--- src/rtl/bus_idle_gap_pkg.sv ---
package bus_idle_gap_pkg;

  localparam int REG_W   = 32;
  localparam int FIELD_W = 3;
  localparam int IDLE_W  = 4;

  localparam logic [REG_W-1:0] CFG_KEEP_MASK = 32'h7FFF_0000;
  localparam logic [REG_W-1:0] CFG_RESET     = 32'h36DB_0000;

  typedef enum logic [2:0] {
    XFER_WR_ANY   = 3'd0,
    XFER_RW_OTHER = 3'd1,
    XFER_RW_SAME  = 3'd2,
    XFER_RR_OTHER = 3'd3,
    XFER_RR_SAME  = 3'd4
  } xfer_kind_e;

  // Sort a transition by the previous direction, the next direction and whether the space stays the same.
  function automatic xfer_kind_e classify(input logic prev_wr, input logic next_wr,
                                          input logic same_sp);
    if (prev_wr)      return XFER_WR_ANY;
    else if (next_wr) return same_sp ? XFER_RW_SAME : XFER_RW_OTHER;
    else              return same_sp ? XFER_RR_SAME : XFER_RR_OTHER;
  endfunction

  // Fields are packed downward from bit 28 in steps of three.
  function automatic int field_lsb(input xfer_kind_e kind);
    return 28 - FIELD_W * int'(kind);
  endfunction

  function automatic logic [IDLE_W-1:0] decode_idle(input logic [FIELD_W-1:0] code);
    case (code)
      3'd0:    return 4'd0;
      3'd1:    return 4'd1;
      3'd2:    return 4'd2;
      3'd3:    return 4'd4;
      3'd4:    return 4'd6;
      3'd5:    return 4'd8;
      3'd6:    return 4'd10;
      default: return 4'd12;
    endcase
  endfunction

endpackage

--- src/rtl/idle_cfg_regs.sv ---
module idle_cfg_regs
  import bus_idle_gap_pkg::*;
#(
  parameter int NUM_SPACES = 6,
  parameter int SPACE_W    = 3
) (
  input  logic                             clk,
  input  logic                             rst_n,
  input  logic                             wr_en,
  input  logic [SPACE_W-1:0]               addr,
  input  logic [REG_W-1:0]                 wdata,
  output logic [REG_W-1:0]                 rdata,
  output logic [NUM_SPACES-1:0][REG_W-1:0] regs
);

  for (genvar g = 0; g < NUM_SPACES; g++) begin : g_space
    always_ff @(posedge clk or negedge rst_n) begin
      if (!rst_n)
        regs[g] <= CFG_RESET;
      else if (wr_en && addr == SPACE_W'(g))
        regs[g] <= wdata & CFG_KEEP_MASK;
    end
  end

  always_comb begin
    rdata = '0;
    for (int i = 0; i < NUM_SPACES; i++)
      if (addr == SPACE_W'(i)) rdata = regs[i];
  end

endmodule

--- src/rtl/idle_gap_select.sv ---
module idle_gap_select
  import bus_idle_gap_pkg::*;
#(
  parameter int NUM_SPACES = 6,
  parameter int SPACE_W    = 3
) (
  input  logic [NUM_SPACES-1:0][REG_W-1:0] regs,
  input  logic                             prev_wr,
  input  logic [SPACE_W-1:0]               prev_sp,
  input  logic                             next_wr,
  input  logic [SPACE_W-1:0]               next_sp,
  output logic [IDLE_W-1:0]                gap
);

  logic [REG_W-1:0]   sel_reg;
  logic [FIELD_W-1:0] code;
  xfer_kind_e         kind;

  always_comb begin
    sel_reg = '0;
    for (int i = 0; i < NUM_SPACES; i++)
      if (prev_sp == SPACE_W'(i)) sel_reg = regs[i];
    kind = classify(prev_wr, next_wr, prev_sp == next_sp);
    code = sel_reg[field_lsb(kind) +: FIELD_W];
    gap  = decode_idle(code);
  end

endmodule

--- src/rtl/idle_gap_counter.sv ---
module idle_gap_counter #(
  parameter int IDLE_W = 4
) (
  input  logic              clk,
  input  logic              rst_n,
  input  logic              load,
  input  logic [IDLE_W-1:0] load_val,
  output logic [IDLE_W-1:0] cnt
);

  always_ff @(posedge clk or negedge rst_n) begin
    if (!rst_n)         cnt <= '0;
    else if (load)      cnt <= load_val;
    else if (cnt != '0) cnt <= cnt - IDLE_W'(1);
  end

endmodule

--- src/rtl/bus_idle_gap.sv ---
module bus_idle_gap
  import bus_idle_gap_pkg::*;
#(
  parameter int NUM_SPACES = 6,
  parameter int SPACE_W    = 3
) (
  input  logic               clk,
  input  logic               rst_n,
  input  logic               cfg_wr,
  input  logic [SPACE_W-1:0] cfg_addr,
  input  logic [REG_W-1:0]   cfg_wdata,
  output logic [REG_W-1:0]   cfg_rdata,
  input  logic               req_valid,
  input  logic               req_write,
  input  logic [SPACE_W-1:0] req_space,
  output logic               req_ready
);

  logic [NUM_SPACES-1:0][REG_W-1:0] cfg_regs;
  logic [IDLE_W-1:0] gap;
  logic [IDLE_W-1:0] idle_cnt;
  logic [IDLE_W-1:0] load_val;
  logic              fresh;      // an access was accepted and its successor is not yet evaluated
  logic              prev_wr;
  logic [SPACE_W-1:0] prev_sp;
  logic              gap_pending;
  logic              gap_load;
  logic              accept;

  idle_cfg_regs #(.NUM_SPACES(NUM_SPACES), .SPACE_W(SPACE_W)) u_regs (
    .clk(clk), .rst_n(rst_n), .wr_en(cfg_wr), .addr(cfg_addr),
    .wdata(cfg_wdata), .rdata(cfg_rdata), .regs(cfg_regs)
  );

  idle_gap_select #(.NUM_SPACES(NUM_SPACES), .SPACE_W(SPACE_W)) u_sel (
    .regs(cfg_regs), .prev_wr(prev_wr), .prev_sp(prev_sp),
    .next_wr(req_write), .next_sp(req_space), .gap(gap)
  );

  idle_gap_counter #(.IDLE_W(IDLE_W)) u_cnt (
    .clk(clk), .rst_n(rst_n), .load(gap_load), .load_val(load_val), .cnt(idle_cnt)
  );

  // The cycle the request arrives is the first idle cycle, so the counter holds the remainder.
  assign gap_pending = fresh && req_valid && (gap != '0);
  assign gap_load    = gap_pending && (idle_cnt == '0);
  assign load_val    = gap - IDLE_W'(1);
  assign req_ready   = (idle_cnt == '0) && !gap_pending;
  assign accept      = req_valid && req_ready;

  always_ff @(posedge clk or negedge rst_n) begin
    if (!rst_n) begin
      fresh   <= 1'b0;
      prev_wr <= 1'b0;
      prev_sp <= '0;
    end else if (accept) begin
      fresh   <= 1'b1;
      prev_wr <= req_write;
      prev_sp <= req_space;
    end else if (gap_load) begin
      fresh   <= 1'b0;
    end
  end

endmodule

--- config.mk ---
export PLATFORM = sky130hd
export DESIGN_NAME = bus_idle_gap
export DESIGN_NICKNAME = d
export VERILOG_FILES = /design/src/rtl/bus_idle_gap_pkg.sv /design/src/rtl/idle_cfg_regs.sv /design/src/rtl/idle_gap_select.sv /design/src/rtl/idle_gap_counter.sv /design/src/rtl/bus_idle_gap.sv
export SDC_FILE = /design/constraint.sdc
export NUM_CORES = 1
export LEC_CHECK = 0
export ABC_AREA = 0
export BUFFER_PORTS_ARGS = -buffer_cell sky130_fd_sc_hd__buf_4
export CAP_MARGIN = 10
export CORE_AREA = 2 2 108 110
export DETAILED_ROUTE_END_ITERATION = 8
export DIE_AREA = 0 0 110 112
export HOLD_SLACK_MARGIN = 0.02
export PLACE_DENSITY = 0.8
export SYNTH_ARGS = -nofsm -noshare
export SYNTH_HDL_FRONTEND = slang
export SYNTH_SLANG_ARGS = --single-unit
--- constraint.sdc ---
create_clock -name clk -period 7.5 [get_ports clk]
set_input_delay 0.375 -clock clk [delete_from_list [all_inputs] [get_ports clk]]
set_output_delay 0.375 -clock clk [all_outputs]
set_load 0.01 [all_outputs]
==> results.toml <==
[detailed_routing]
dr.pass1.iters = 6
drt_iter0_markers = 462
num_vias = 5239
wl_per_cell_microns = 21.4
ant_nets = 0
drt_wl_total_mm = 16.9
vias_per_cell = 6.62
drc = 0

[timing]
tns_ns = 0
worst_slew_pin_slew_ns = 1.10
relSlewSlack_pct = 26.6
hold_viol_final = 0
fin_crit_ns = 6.09
period_share_pct = 81.2
rsz0062_at_grt = "false"
fin_worst_skew_ns = 0.00738
max_freq_mhz = 164
setup_ws_ns = 1.41
slew_viol_final = 0
finalSetupViolations = 0

[power_and_ir_drop]
p_seq_share_pct = 30.0
ir_drop_mv = 0.210
switchingPower_w = 0.00113
p_leak_nw = 2.89
p_per_area_nw_per_um2 = 385
clkPwrFrac_pct = 19.4
p_int_w = 0.00164
combPwrFrac_pct = 50.6
switching_share_pct = 40.9

[status]
status = "completed"

[cells_and_area]
area_growth_pct = 10.3
final_common_cell = "mux2_2"
fillers = 878
n_antenna_cell = 0
regArea_sq_um = 2550
multi_input_area_sq_um = 3710
final_layout_size_suffix_gt1_share_pct = 36.7
layout.nets = 691
final_cell_mix = "89 x mux2_2, 60 x dfstp_2, 47 x buf_4"

[clocking]
cts_tree = "built"
clk_latency_ns = 0.35
clock_path_buffers = 2
cts_buffers = 9
ctsRootBufferMaster = "clkbuf_16"
htree_levels = 3
cts.clk_slew.worst_paths_ns = 0.07
cts_sinks = 99
postCtsSetupRepairBufs = 0

[placed_design]
gp_congestion = 0.980
dp_hpwl_mm = 11.2
preCtsSetupSlack_ns = 1.73
numPortBuffers = 41

[logic_synthesis]
synth-xor-area-share_pct = 1.34
yosysUniqueCellTypes = 83
yosysTopAreaCell = "dfstp_2"
synth_top_family_by_area = "multiplexers"
synthArstFlopShare_pct = 100
synth_top_area_share_pct = 24.1
yosysWarnings = 0
synthAdderAreaFrac_pct = 0.957
synth_cells = 625
yosys.area_share.simple_pct = 13.4
syn_area_sq_um = 6540
synthMuxAreaShare_pct = 23.5
synth-seq-cells = 99
synth-edff-count = 0
synth_compound_area_share_pct = 16.0
ys.flop_type = "dfstp_2"
netlist_top_cells_area = "dfstp_2 24%, mux2_2 15%, dfrtp_1 15%"
syn_area_per_cell_sq_um = 10.5
yosysSeqAreaShare_pct = 39.1

[job]
maxCapViolations = 0

[floorplan]
die_w_microns = 110
start_util_pct = 58.5
rows = 39
die_y_microns = 112
core_sq_um = 11200
die_area_sq_um = 12300
ios = 76

[critical_path]
r2r-end = "u_cnt.cnt[2]"
critPathKind = "register to primary output"
crit_required_ns = 7.12
reg2reg_slack_ns = 1.58
crit_path_start_kind = "register"
reg2reg_from = "prev_sp[1]"
ff2ff_path_depth = 20
crit_start = "prev_sp[1]"
crit_arrival_ns = 5.71
critPathCaptureType = "primary output"
cp_max_fo = 27
critPathCapture = "req_ready"

[global_route]
antenna_found_initial = 0
grt_pass1_wl_mm = 27.2
gr-total-overflow = 0
grt_pass1_vias = 5307
grt_max_degree = 63
grtUsageTotal_pct = 28.8

[worst_hold_path]
worstHoldPathType = "input pin to register"
hp-start = "req_space[0]"
[worst min path at each step]
stage	slack (ns)	end	cells after the start
finish	0.28	prev_sp[0]	2
global placement	0.35	u_regs.regs[152]	1
floorplan	0.08	fresh	0
CTS	0.27	prev_sp[1]	2
global route	0.28	prev_sp[2]	2
detailed placement	0.36	u_regs.regs[24]	1
[logic make-up after synthesis]
logic type	after synthesis
mux	136
other cells	1
buf+inv	73
flops	99
compound gates	134
fa+ha+maj	5
simple gates	167
xor+xnor	10
[routing by layer]
metal,vias up,part of all wire [%],track usage (%)
met5,-,0,0
met4,0,3.4,14.1
met3,47,7.7,5.50
met2,252,48,44.8
met1,2602,41,38.3
li1,2338,-,-
[area by class of cell]
type,count,area share (%)
inverters,16,0.833
clock inverters,4,1.35
multi-input cells,469,51.5
repair buffers,48,5.03
well taps,143,2.48
clock buffers,12,3.42
flip-flops and latches,99,35.4
[sequential cells by signal, summed over array words and instances (netlist names)]
name         cells
prev_sp          3
prev_wr          1
u_cnt.cnt        4
fresh            1
u_regs.regs     90
[power groups by stage]
stage | clock network [W] | registers, W | logic, W
after floorplan | 0 | 0.000796 | 0.00108
after global placement | 0 | 0.000824 | 0.00134
after detailed placement | 0 | 0.000837 | 0.00137
after CTS | 0.000542 | 0.000829 | 0.00138
after global routing | 0.000566 | 0.000851 | 0.00151
final | 0.000539 | 0.000831 | 0.00140
[repair_timing]
item                      4_1_cts  5_1_grt
hold buffers                    1        0
hold endpoints to repair       11        0
gates resized for setup         0        0
[stage by stage]
stage	hold slack [ns]	total power, W	area (sq um)	utilization, %	cells
5_1_grt	0.280	0.00293	7210	64.5	791
4_1_cts	0.274	0.00275	7210	64.5	791
3_5_place_dp	0.363	0.00221	6850	61.3	774
3_3_place_gp	0.349	0.00217	6850	61.3	774
2_1_floorplan	0.0794	0.00188	6600	-	641
6_report	0.276	0.00277	7210	64.5	791
[cell usage after synthesis, drive strengths merged (16+ instances only)]
cell and number:
mux2 92, inv 16, clkbuf 27, o21ai 19
dfrtp 39, dfstp 60, mux2i 39, buf 30
a21oi 20, nand2 43, nor2 35
[critical path, stage by stage (launching register included)]
cell and delay (ns):
dfrtp_1 0.36, buf_4 0.25, xnor2_1 0.59, nand3_2 0.35, inv_2 0.22, ha_1 0.33, nand2_1 0.21, ha_1 0.66
xor2_1 0.13, a21o_1 0.21, a221oi_2 0.44, nand2_1 0.13, a221o_1 0.33, o31ai_2 0.44, nand3_2 0.20, a41oi_2 0.33
buf_4 0.18
Power figures use the tool's default switching activity.
